--- config.mk ---
export PLATFORM = sky130hd
export DESIGN_NAME = tempo_irq_ctrl
export DESIGN_NICKNAME = d
export VERILOG_FILES = /design/src/rtl/tirq_pkg.sv /design/src/rtl/tirq_rst_sync.sv /design/src/rtl/tirq_tempo_cnt.sv /design/src/rtl/tirq_status.sv /design/src/rtl/tempo_irq_ctrl.sv
export SDC_FILE = /design/constraint.sdc
export NUM_CORES = 1
export LEC_CHECK = 0
export ABC_AREA = 1
export BUFFER_PORTS_ARGS = -buffer_cell sky130_fd_sc_hd__buf_2
export CORE_MARGIN = 5
export CORE_UTILIZATION = 35
export CTS_BUF_LIST = sky130_fd_sc_hd__clkbuf_16
export CTS_CLUSTER_SIZE = 40
export DETAILED_ROUTE_END_ITERATION = 6
export HOLD_SLACK_MARGIN = 0.1
export SLEW_MARGIN = 20
export SYNTH_ARGS = -nofsm -noshare
export SYNTH_HDL_FRONTEND = slang
export SYNTH_SLANG_ARGS = --single-unit
--- constraint.sdc ---
create_clock -name clk -period 0.8 [get_ports clk]
set_input_delay 0.16 -clock clk [delete_from_list [all_inputs] [get_ports clk]]
set_output_delay 0.16 -clock clk [all_outputs]
set_load 0.02 [all_outputs]
--- src/rtl/tirq_pkg.sv ---
package tirq_pkg;
  localparam int unsigned BIT_PER_PEND = 0;
  localparam int unsigned BIT_PER_EN   = 1;
  localparam int unsigned BIT_TMP_PEND = 2;
  localparam int unsigned BIT_TMP_EN   = 3;
  localparam int unsigned BIT_SETCLR   = 7;
  localparam int unsigned STAT_W       = 4;
  localparam logic [7:0]  VEC_PERIOD   = 8'hFF;
  localparam logic [7:0]  VEC_TEMPO    = 8'hF7;
endpackage

--- src/rtl/tirq_rst_sync.sv ---
module tirq_rst_sync #(
  parameter int unsigned STAGES = 2
) (
  input  logic clk,
  input  logic rst_n,
  output logic rst_q_n
);
  logic [STAGES-1:0] pipe_q;

  always_ff @(posedge clk or negedge rst_n) begin
    if (!rst_n) pipe_q <= '0;
    else        pipe_q <= {pipe_q[STAGES-2:0], 1'b1};
  end

  assign rst_q_n = pipe_q[STAGES-1];
endmodule

--- src/rtl/tirq_tempo_cnt.sv ---
module tirq_tempo_cnt #(
  parameter int unsigned LIM_W = 12
) (
  input  logic             clk,
  input  logic             rst_n,
  input  logic             tick_i,
  input  logic [LIM_W-1:0] limit_i,
  output logic             fire_o
);
  localparam int unsigned CNT_W = LIM_W + 1;

  logic [CNT_W-1:0] cnt_q, cnt_d;
  logic             ovf_q, ovf_d;
  logic             reach;

  assign reach  = (cnt_q >= CNT_W'(limit_i));
  assign fire_o = tick_i && !ovf_q && reach;

  always_comb begin
    cnt_d = cnt_q;
    ovf_d = ovf_q;
    if (tick_i) begin
      cnt_d = ovf_q ? '0 : cnt_q + CNT_W'(1);
      ovf_d = reach && !ovf_q;
    end
  end

  always_ff @(posedge clk or negedge rst_n) begin
    if (!rst_n) begin
      cnt_q <= '0;
      ovf_q <= 1'b0;
    end else if (tick_i) begin
      cnt_q <= cnt_d;
      ovf_q <= ovf_d;
    end
  end
endmodule

--- src/rtl/tirq_status.sv ---
module tirq_status
  import tirq_pkg::*;
(
  input  logic              clk,
  input  logic              rst_n,
  input  logic              tick_i,
  input  logic              tempo_fire_i,
  input  logic              wr_en_i,
  input  logic [7:0]        wr_data_i,
  input  logic              ack_i,
  output logic [STAT_W-1:0] stat_o,
  output logic [7:0]        vec_o,
  output logic              irq_o
);
  logic [STAT_W-1:0] stat_q, stat_d;
  logic              tmp_req, per_req, ack_take;

  assign tmp_req  = stat_q[BIT_TMP_PEND] && stat_q[BIT_TMP_EN];
  assign per_req  = stat_q[BIT_PER_PEND] && stat_q[BIT_PER_EN];
  assign irq_o    = tmp_req || per_req;
  assign ack_take = ack_i && irq_o;

  always_comb begin
    if (tmp_req) vec_o = VEC_TEMPO;
    else         vec_o = VEC_PERIOD;
  end

  // order: acknowledge clear, then register write, then event sets
  always_comb begin
    stat_d = stat_q;
    if (ack_take) begin
      if (tmp_req) stat_d[BIT_TMP_PEND] = 1'b0;
      else         stat_d[BIT_PER_PEND] = 1'b0;
    end
    if (wr_en_i) begin
      if (wr_data_i[BIT_SETCLR]) stat_d = stat_d | wr_data_i[STAT_W-1:0];
      else                       stat_d = stat_d & ~wr_data_i[STAT_W-1:0];
    end
    if (tick_i)       stat_d[BIT_PER_PEND] = 1'b1;
    if (tempo_fire_i) stat_d[BIT_TMP_PEND] = 1'b1;
  end

  always_ff @(posedge clk or negedge rst_n) begin
    if (!rst_n) stat_q <= '0;
    else        stat_q <= stat_d;
  end

  assign stat_o = stat_q;
endmodule

--- src/rtl/tempo_irq_ctrl.sv ---
module tempo_irq_ctrl
  import tirq_pkg::*;
#(
  parameter int unsigned LIM_W = 12
) (
  input  logic             clk,
  input  logic             rst_n,
  input  logic             tick_i,
  input  logic [LIM_W-1:0] limit_i,
  input  logic             wr_en_i,
  input  logic [7:0]       wr_data_i,
  output logic [7:0]       rd_data_o,
  input  logic             ack_i,
  output logic [7:0]       vec_o,
  output logic             irq_o
);
  logic              rst_q_n;
  logic              tempo_fire;
  logic [STAT_W-1:0] stat;

  tirq_rst_sync #(.STAGES(2)) u_rst (
    .clk(clk), .rst_n(rst_n), .rst_q_n(rst_q_n)
  );

  tirq_tempo_cnt #(.LIM_W(LIM_W)) u_cnt (
    .clk(clk), .rst_n(rst_q_n), .tick_i(tick_i),
    .limit_i(limit_i), .fire_o(tempo_fire)
  );

  tirq_status u_stat (
    .clk(clk), .rst_n(rst_q_n), .tick_i(tick_i),
    .tempo_fire_i(tempo_fire), .wr_en_i(wr_en_i), .wr_data_i(wr_data_i),
    .ack_i(ack_i), .stat_o(stat), .vec_o(vec_o), .irq_o(irq_o)
  );

  assign rd_data_o = {{(8-STAT_W){1'b0}}, stat};
endmodule

==> impl_metrics.xml, run 1 <==
<?xml version="1.0" encoding="UTF-8"?>
<metrics>
  <group name="final_layout">
    <metric name="drive_above_1_share" unit="">0.442</metric>
    <metric name="antenna_cells" unit="">0</metric>
    <metric name="finalCoreUtilization" unit="">0.567</metric>
    <metric name="nNetsFinal" unit="">290</metric>
    <metric name="instances_no_fill" unit="">301</metric>
    <metric name="syn_to_final_growth" unit="%">60.0</metric>
    <metric name="fillerInstances" unit="">380</metric>
  </group>
  <group name="placement">
    <metric name="detailed_place_hpwl" unit="um">2370</metric>
    <metric name="dp_slack" unit="ns">-0.624</metric>
    <metric name="placed_cells" unit="">287</metric>
    <metric name="buffer_ports.inserted" unit="">27</metric>
    <metric name="globalplace.congestion" unit="">0.750</metric>
  </group>
  <group name="synth">
    <metric name="synthCells" unit="">189</metric>
    <metric name="synth_top_area_share" unit="">0.358</metric>
    <metric name="yosysSeqAreaShare" unit="">0.358</metric>
    <metric name="number_of_synthesized_register_bits" unit="">20</metric>
    <metric name="synth_common_cells" unit="">nand2_1, inv_1, dfrtp_1</metric>
    <metric name="post_synth_instance_area" unit="um2">1400</metric>
    <metric name="synth.distinct_cells" unit="">21</metric>
    <metric name="ys_top_cells_by_area" unit="">dfrtp_1, nand2_1, ha_1, inv_1, buf_4</metric>
    <metric name="synthesis.area_per_instance" unit="um2">7.39</metric>
    <metric name="ys.flop_type" unit="">dfrtp_1</metric>
    <metric name="synth_async_reset_ratio" unit="">1.00</metric>
    <metric name="synth_enable_flop_cells" unit="">0</metric>
    <metric name="warnings_synthesis" unit="">0</metric>
    <metric name="synthMostInstantiatedCell" unit="">nand2_1</metric>
    <metric name="post-synth-top-area-cell" unit="">dfrtp_1</metric>
  </group>
  <group name="global_routing">
    <metric name="number_of_antenna_violations_at_the_first_check_in_global_routing" unit="">0</metric>
    <metric name="first_global_vias" unit="">1335</metric>
    <metric name="grt_first_pass_wirelength" unit="um">5320</metric>
    <metric name="grt.total_usage" unit="">0.122</metric>
    <metric name="grt_max_degree" unit="">19</metric>
    <metric name="overflow" unit="">0</metric>
  </group>
  <group name="power_and_ir_drop">
    <metric name="pwr-share-seq" unit="">0.284</metric>
    <metric name="power_density" unit="nW/um2">2270</metric>
    <metric name="clock_power_share" unit="">0.205</metric>
    <metric name="switching_part_of_the_total" unit="">0.361</metric>
    <metric name="power_report.internal_total" unit="mW">3.24</metric>
    <metric name="total_power" unit="mW">5.07</metric>
    <metric name="combinationalPowerShare" unit="">0.511</metric>
    <metric name="p_switching" unit="mW">1.83</metric>
    <metric name="p_leak" unit="nW">1.13</metric>
    <metric name="worst_ir_drop_vdd" unit="V">0.00129</metric>
  </group>
  <group name="clocking">
    <metric name="clkSlewWorstSetupHoldPaths" unit="ns">0.06</metric>
    <metric name="tritoncts" unit="">built</metric>
    <metric name="cts-buffers-inserted" unit="">3</metric>
    <metric name="clock-root-buffer" unit="">clkbuf_16</metric>
    <metric name="numClockSinks" unit="">20</metric>
    <metric name="htreeDepth" unit="">1</metric>
    <metric name="maximum_count_of_clock_buffers_along_a_single_path" unit="">2</metric>
    <metric name="clkLatencyLatePin" unit="ns">0.25</metric>
  </group>
  <group name="floorplanning">
    <metric name="initial_core_util" unit="">0.354</metric>
    <metric name="floorplan.io_pins" unit="">42</metric>
    <metric name="coreArea" unit="um2">3940</metric>
    <metric name="overall_die_width" unit="um">73.2</metric>
    <metric name="die-area" unit="um2">5360</metric>
    <metric name="die_height" unit="um">73.2</metric>
    <metric name="number_of_rows_in_the_core_area" unit="">23</metric>
  </group>
  <group name="route">
    <metric name="route.detailed.vias_per_inst" unit="">4.46</metric>
    <metric name="dr_total_vias" unit="">1341</metric>
    <metric name="detailedRoute.firstPassIterationCount" unit="">4</metric>
    <metric name="detail_route_antenna_nets" unit="">0</metric>
    <metric name="routed_wire_length_per_instance" unit="um">11.5</metric>
    <metric name="drt_iter0_markers" unit="">48</metric>
    <metric name="drc" unit="">0</metric>
    <metric name="routed_wl" unit="um">3460</metric>
  </group>
  <group name="critical_path">
    <metric name="path_cells" unit="">ha_1 &gt; inv_1 &gt; nor2_2 &gt; nand3b_1 &gt; nor2_1 &gt; nor2_1 &gt; nand3_2 &gt; nand2_2 &gt; nand2_1</metric>
    <metric name="setup.worst_path.start_class" unit="">register</metric>
    <metric name="critical_path_class" unit="">register to register</metric>
    <metric name="arrival" unit="ns">1.53</metric>
    <metric name="critical_path.max_stage_delay" unit="ns">0.38</metric>
    <metric name="critical-path-slowest-cell" unit="">dfrtp_1</metric>
    <metric name="worstSetupEndpointType" unit="">register</metric>
    <metric name="cp_common_cell" unit="">nor2_1</metric>
    <metric name="cp_max_fo" unit="">2</metric>
    <metric name="worst-endpoint-required" unit="ns">0.94</metric>
  </group>
  <group name="min_path">
    <metric name="min-delay-path-class" unit="">input pin to register</metric>
  </group>
  <group name="sta">
    <metric name="final-max-slew-violation-count" unit="">0</metric>
    <metric name="setup_violations" unit="">23</metric>
    <metric name="min_period" unit="ns">1.38</metric>
    <metric name="finalSetupTns" unit="ns">-8.02</metric>
    <metric name="grt_setup_unrepaired" unit="">yes</metric>
    <metric name="achievable_frequency" unit="MHz">723</metric>
    <metric name="timing_hold_violations_final" unit="">0</metric>
    <metric name="fin_worst_skew" unit="ns">0.00137</metric>
    <metric name="fin_crit_sh" unit="">1.73</metric>
    <metric name="timing.final.ws_setup" unit="ns">-0.582</metric>
  </group>
  <group name="run_status">
    <metric name="violations_in_the_final_reports" unit="">setup timing</metric>
    <metric name="status" unit="">finished with violations</metric>
  </group>
  <group name="flow_run">
    <metric name="cap_viol_max_count" unit="">0</metric>
  </group>
</metrics>
## flip-flops by register name, indices dropped and copies added, names as in the netlist, named ones only
signal / cells
u_stat.stat_o: 2
u_cnt.ovf_q: 1
u_cnt.cnt_q: 13
u_rst.pipe_q: 2
## timing repair
item,CTS,global route
setup buffers,8,2
resized for setup,44,26
endpoints found under the setup margin,23,23
cloned,0,0
hold buffers,1,0
pin swaps,16,32
hold endpoints to repair,2,0
## routing by layer
metal	wire length, um	share of wire	track usage
met4	0	0	0.0123
met2	1830	0.53	0.215
met1	1490	0.43	0.160
met5	0	0	0
met3	148	0.043	0.0207
## worst paths after layout
kind                                             start                    endpoint  slack, ns  cells after the start
setup reg to reg           u_cnt.cnt_q[11]$_DFFE_PN0P_  u_stat.stat_o[2]$_DFF_PN0_      -0.58                      9
min in group asynchronous    u_rst.pipe_q[1]$_DFF_PN0_  u_cnt.cnt_q[0]$_DFFE_PN0P_       0.20                      1
setup / recovery           u_cnt.cnt_q[11]$_DFFE_PN0P_  u_stat.stat_o[2]$_DFF_PN0_      -0.58                      9
hold reg to reg              u_rst.pipe_q[1]$_DFF_PN0_  u_cnt.cnt_q[0]$_DFFE_PN0P_       0.20                      1
hold / removal                            wr_data_i[1]                    register       0.11                      2
max in group asynchronous    u_rst.pipe_q[1]$_DFF_PN0_  asynchronous set/reset pin       0.39                      1
## per-stage QoR
stage / area (um2) / hold WS, ns
after CTS: 2060 / 0.106
final: 2240 / 0.112
after global routing: 2240 / 0.121
after detailed placement: 1750 / -0.0536
after global placement: 1750 / -0.0541
after floorplan: 1480 / -0.136
## power by group through the flow
stage | combinational (mW) | clock (mW) | sequential, mW
after CTS | 2.33 | 1.06 | 1.40
after floorplan | 0.927 | 0 | 1.49
after global routing | 2.89 | 1.09 | 1.47
after detailed placement | 1.73 | 0 | 1.38
after global placement | 1.71 | 0 | 1.37
final | 2.59 | 1.04 | 1.44
## worst max-delay path: cells and delay by family, from the launching register on
family	cells	cell delay, ns
and+or+nand+nor	7	0.52
adders and majority gates	1	0.29
DFF	1	0.38
buffers and inverters	1	0.08
## area by class of cell
cell class              instances  area (um2)  share of cell area
well taps                      50        62.6              0.0280
clock inverters                 1        3.75             0.00168
repair buffers                 61         484               0.217
inverters                      31         119              0.0532
flip-flops and latches         20         502               0.224
clock buffers                   3        75.1              0.0336
multi-input cells             135         990               0.443
## cell usage in the layout, fill, tap and decap left out, drive strengths merged
cell type     n
conb         12
nand2        46
buf          60
a21oi        12
nand4         2
and3          2
nand3b        1
ha           13
nand3         9
clkbuf        3
clkinv        1
dfrtp        20
inv          31
dlygate4sd3   1
nor2         22
o21ai        12
a31oi         3
nor3          1
## cell families after synthesis
family                     Yosys count  synth area share
AOI/OAI and AO/OA                   27            0.0994
buffers and inverters               44             0.156
and+or+nand+nor                     83             0.265
other                                2           0.00537
DFF                                 20             0.358
adders and majority gates           13             0.116
No activity file was read; power rests on OpenSTA's default activity.
==> run 2: changes to the inputs <==
- ABC_AREA: 1 -> not set
==> run 2 against run 1 <==
Effect of this change:
- the run still ends with setup timing left
- final cell count decreased by 11%
- final area is 0.56% higher
- clock skew increased by 0.0022 ns
- die area is 2.3% lower
- via count shrank 4.5%
- non-clock buffer count grew 10
- synthesized cell count down 22%
- total power fell by 15%
- register-to-register slack got worse by 0.12 ns
- utilization increased by 3.8 points
- largest cell class unchanged
- largest power group unchanged
==> impl_metrics.xml, run 2 <==
<?xml version="1.0" encoding="UTF-8"?>
<metrics>
  <group name="run_status">
    <metric name="status" unit="">finished with violations</metric>
    <metric name="violations_in_the_final_reports" unit="">setup timing</metric>
  </group>
  <group name="synth">
    <metric name="synth_top_area_share" unit="">0.368</metric>
    <metric name="ys.flop_type" unit="">dfrtp_1</metric>
    <metric name="synth.distinct_cells" unit="">38</metric>
    <metric name="yosysSeqAreaShare" unit="">0.368</metric>
    <metric name="synth_enable_flop_cells" unit="">0</metric>
    <metric name="synth_compound_gate_area_share" unit="">0.109</metric>
    <metric name="synth_common_cells" unit="">dfrtp_1, inv_1, ha_1, nand2_1, buf_4</metric>
    <metric name="synthesis.area_per_instance" unit="um2">9.19</metric>
    <metric name="synthMostInstantiatedCell" unit="">dfrtp_1</metric>
    <metric name="synthCells" unit="">148</metric>
    <metric name="muxShareOfSynthArea" unit="">0.0239</metric>
    <metric name="post_synth_instance_area" unit="um2">1360</metric>
    <metric name="area_share_of_fa_ha_maj_cells_after_synthesis" unit="">0.120</metric>
    <metric name="warnings_synthesis" unit="">0</metric>
    <metric name="post-synth-top-area-cell" unit="">dfrtp_1</metric>
    <metric name="synth_xor_area_frac" unit="">0.0451</metric>
    <metric name="synth_top_family_by_area" unit="">simple AND/OR/NAND/NOR gates</metric>
    <metric name="ys_top_cells_by_area" unit="">dfrtp_1, ha_1, buf_4, inv_1, xnor2_1</metric>
    <metric name="number_of_synthesized_register_bits" unit="">20</metric>
    <metric name="synth_async_reset_ratio" unit="">1.00</metric>
    <metric name="simple_logic_cell_fraction_of_the_synthesized_area" unit="">0.202</metric>
  </group>
  <group name="power_and_ir_drop">
    <metric name="pwr-share-seq" unit="">0.303</metric>
    <metric name="clock_power_share" unit="">0.238</metric>
    <metric name="power_report.internal_total" unit="mW">2.89</metric>
    <metric name="worst_ir_drop_vdd" unit="V">0.00158</metric>
    <metric name="combinationalPowerShare" unit="">0.459</metric>
    <metric name="p_switching" unit="mW">1.42</metric>
    <metric name="p_leak" unit="nW">1.21</metric>
    <metric name="switching_part_of_the_total" unit="">0.329</metric>
    <metric name="power_density" unit="nW/um2">1920</metric>
  </group>
  <group name="sta">
    <metric name="timing_hold_violations_final" unit="">0</metric>
    <metric name="timing.final.ws_setup" unit="ns">-0.699</metric>
    <metric name="grt_setup_unrepaired" unit="">yes</metric>
    <metric name="setup_violations" unit="">24</metric>
    <metric name="fin_worst_skew" unit="ns">0.00355</metric>
    <metric name="achievable_frequency" unit="MHz">667</metric>
    <metric name="fin_crit_sh" unit="">1.87</metric>
    <metric name="final-max-slew-violation-count" unit="">0</metric>
    <metric name="min_period" unit="ns">1.50</metric>
  </group>
  <group name="critical_path">
    <metric name="critical_path.max_stage_delay" unit="ns">0.40</metric>
    <metric name="critical_path_class" unit="">register to register</metric>
    <metric name="ff2ff_path_depth" unit="">5</metric>
    <metric name="crit-reg2reg-capture" unit="">u_cnt.ovf_q$_DFFE_PN0P_</metric>
    <metric name="regToRegStartpoint" unit="">u_cnt.cnt_q[10]$_DFFE_PN0P_</metric>
    <metric name="worst-endpoint-required" unit="ns">0.92</metric>
    <metric name="arrival" unit="ns">1.62</metric>
    <metric name="worstSetupEndpointType" unit="">register</metric>
    <metric name="path_cells" unit="">ha_4 &gt; a21o_1 &gt; a211o_1 &gt; a211oi_2 &gt; o211ai_1</metric>
    <metric name="cp_max_fo" unit="">2</metric>
    <metric name="rrSetupSlack" unit="ns">-0.70</metric>
    <metric name="setup.worst_path.start_class" unit="">register</metric>
    <metric name="critical-path-slowest-cell" unit="">dfrtp_1</metric>
    <metric name="setup_crit_start" unit="">u_cnt.cnt_q[10]$_DFFE_PN0P_</metric>
  </group>
  <group name="route">
    <metric name="routed_wl" unit="um">3700</metric>
    <metric name="detailedRoute.firstPassIterationCount" unit="">4</metric>
    <metric name="routed_wire_length_per_instance" unit="um">13.8</metric>
    <metric name="detail_route_antenna_nets" unit="">0</metric>
    <metric name="dr_total_vias" unit="">1280</metric>
    <metric name="route.detailed.vias_per_inst" unit="">4.78</metric>
    <metric name="drt_iter0_markers" unit="">40</metric>
    <metric name="drc" unit="">0</metric>
  </group>
  <group name="clocking">
    <metric name="clkSlewWorstSetupHoldPaths" unit="ns">0.06</metric>
    <metric name="numClockSinks" unit="">20</metric>
    <metric name="cts-buffers-inserted" unit="">3</metric>
    <metric name="clkLatencyLatePin" unit="ns">0.25</metric>
    <metric name="maximum_count_of_clock_buffers_along_a_single_path" unit="">2</metric>
    <metric name="clock-root-buffer" unit="">clkbuf_16</metric>
    <metric name="htreeDepth" unit="">1</metric>
    <metric name="tritoncts" unit="">built</metric>
  </group>
  <group name="global_routing">
    <metric name="grt_max_degree" unit="">13</metric>
    <metric name="number_of_antenna_violations_at_the_first_check_in_global_routing" unit="">0</metric>
    <metric name="grt.total_usage" unit="">0.142</metric>
    <metric name="met1_routing_resource_usage_after_global_routing" unit="">0.164</metric>
    <metric name="busiest_layer" unit="">met2</metric>
    <metric name="grt_first_pass_wirelength" unit="um">5750</metric>
    <metric name="grtUsageMet2" unit="">0.250</metric>
    <metric name="first_global_vias" unit="">1284</metric>
    <metric name="overflow" unit="">0</metric>
    <metric name="globalRouteMet3Util" unit="">0.0332</metric>
  </group>
  <group name="placement">
    <metric name="dp_slack" unit="ns">-0.767</metric>
    <metric name="globalplace.congestion" unit="">0.817</metric>
    <metric name="placed_cells" unit="">246</metric>
    <metric name="buffer_ports.inserted" unit="">27</metric>
    <metric name="placed_area" unit="um2">1780</metric>
    <metric name="detailed_place_hpwl" unit="um">2600</metric>
  </group>
  <group name="floorplanning">
    <metric name="number_of_rows_in_the_core_area" unit="">22</metric>
    <metric name="die-area" unit="um2">5230</metric>
    <metric name="die_height" unit="um">72.3</metric>
    <metric name="floorplan.io_pins" unit="">42</metric>
    <metric name="overall_die_width" unit="um">72.3</metric>
    <metric name="coreArea" unit="um2">3720</metric>
    <metric name="initial_core_util" unit="">0.366</metric>
  </group>
  <group name="final_layout">
    <metric name="regMostFlops" unit="">u_cnt.cnt_q</metric>
    <metric name="finalCoreUtilization" unit="">0.605</metric>
    <metric name="layout.cells.most_common" unit="">buf_6</metric>
    <metric name="layout.cells.most_common_list" unit="">buf_6, buf_4, buf_2, inv_1, dfrtp_1</metric>
    <metric name="instances_no_fill" unit="">268</metric>
    <metric name="largest_register_ffs" unit="">13</metric>
    <metric name="antenna_cells" unit="">0</metric>
    <metric name="drive_above_1_share" unit="">0.505</metric>
    <metric name="final_design_area_no_fill" unit="um2">2250</metric>
    <metric name="nNetsFinal" unit="">259</metric>
    <metric name="fillerInstances" unit="">302</metric>
    <metric name="syn_to_final_growth" unit="%">65.3</metric>
  </group>
  <group name="flow_run">
    <metric name="cap_viol_max_count" unit="">0</metric>
  </group>
  <group name="min_path">
    <metric name="min-delay-path-class" unit="">register to asynchronous set/reset pin</metric>
  </group>
</metrics>
[run 2: changes by cell type after synthesis, sizes merged, moves of 5 or more]
cell	delta
a21oi	-8
nor2	-12
nor4	+5
xnor2	+6
nand2	-33
inv	-14
o21ai	-5
[run 2: how the worst max path moves through the flow]
stage | end | slack, ns | cells past startpoint
floorplan | u_stat.stat_o[2]$_DFF_PN0_ | -0.73 | 5
finish | u_cnt.ovf_q$_DFFE_PN0P_ | -0.70 | 5
detailed placement | u_cnt.ovf_q$_DFFE_PN0P_ | -0.77 | 5
global route | u_cnt.ovf_q$_DFFE_PN0P_ | -0.76 | 5
global placement | u_stat.stat_o[2]$_DFF_PN0_ | -0.73 | 5
CTS | u_cnt.ovf_q$_DFFE_PN0P_ | -0.76 | 5
[run 2: area by class of cell]
type | instances | area, um2 | share of cell area
repair buffers | 71 | 581 | 0.258
clock inverters | 1 | 3.75 | 0.00167
well taps | 48 | 60.1 | 0.0267
flip-flops and latches | 20 | 503 | 0.224
clock buffers | 3 | 75.1 | 0.0334
inverters | 17 | 63.8 | 0.0284
multi-input cells | 108 | 962 | 0.428
[run 2: cells by family after synthesis]
group,Yosys count
AOI/OAI and AO/OA,23
muxes,3
and+or+nand+nor,50
adders and majority gates,13
other,2
DFF,20
xor gates and xnor gates,7
buffers and inverters,30
[run 2: power groups by stage]
stage                     clock network [mW]  registers (mW)  logic [mW]
after floorplan                            0            1.43       0.644
after global placement                     0            1.28        1.23
after detailed placement                   0            1.28        1.29
after CTS                               1.05            1.29        1.76
after global routing                    1.10            1.32        2.14
final                                   1.03            1.31        1.98
[run 2: through the flow]
step           hold slack, ns  setup TNS [ns]  total power, mW
3_3_place_gp          -0.0554           -6.47             2.51
2_1_floorplan          -0.136           -5.45             2.07
6_report                0.159           -8.86             4.31
3_5_place_dp          -0.0531           -6.99             2.57
4_1_cts                 0.167           -8.45             4.10
5_1_grt                 0.181           -9.95             4.56
[run 2: worst max-delay path, delay by kind of cell, from the launching register on]
kind	cells	cell delay, ns
adders and majority gates	1	0.22
DFF	1	0.40
AOI/OAI and AO/OA	4	0.73
[run 2: what timing repair did]
item	in CTS	in global routing
pin swaps	12	13
setup endpoints to repair	23	24
hold endpoints to repair	2	0
setup buffers	14	5
gates resized for setup	41	16
hold buffers	1	0
[run 2: layer usage]
| layer | routed length, um | vias up |
|---|---|---|
| met5 | 0 | - |
| met4 | 82 | 0 |
| met3 | 174 | 8 |
| met2 | 1910 | 33 |
| met1 | 1520 | 604 |
| li1 | - | 635 |
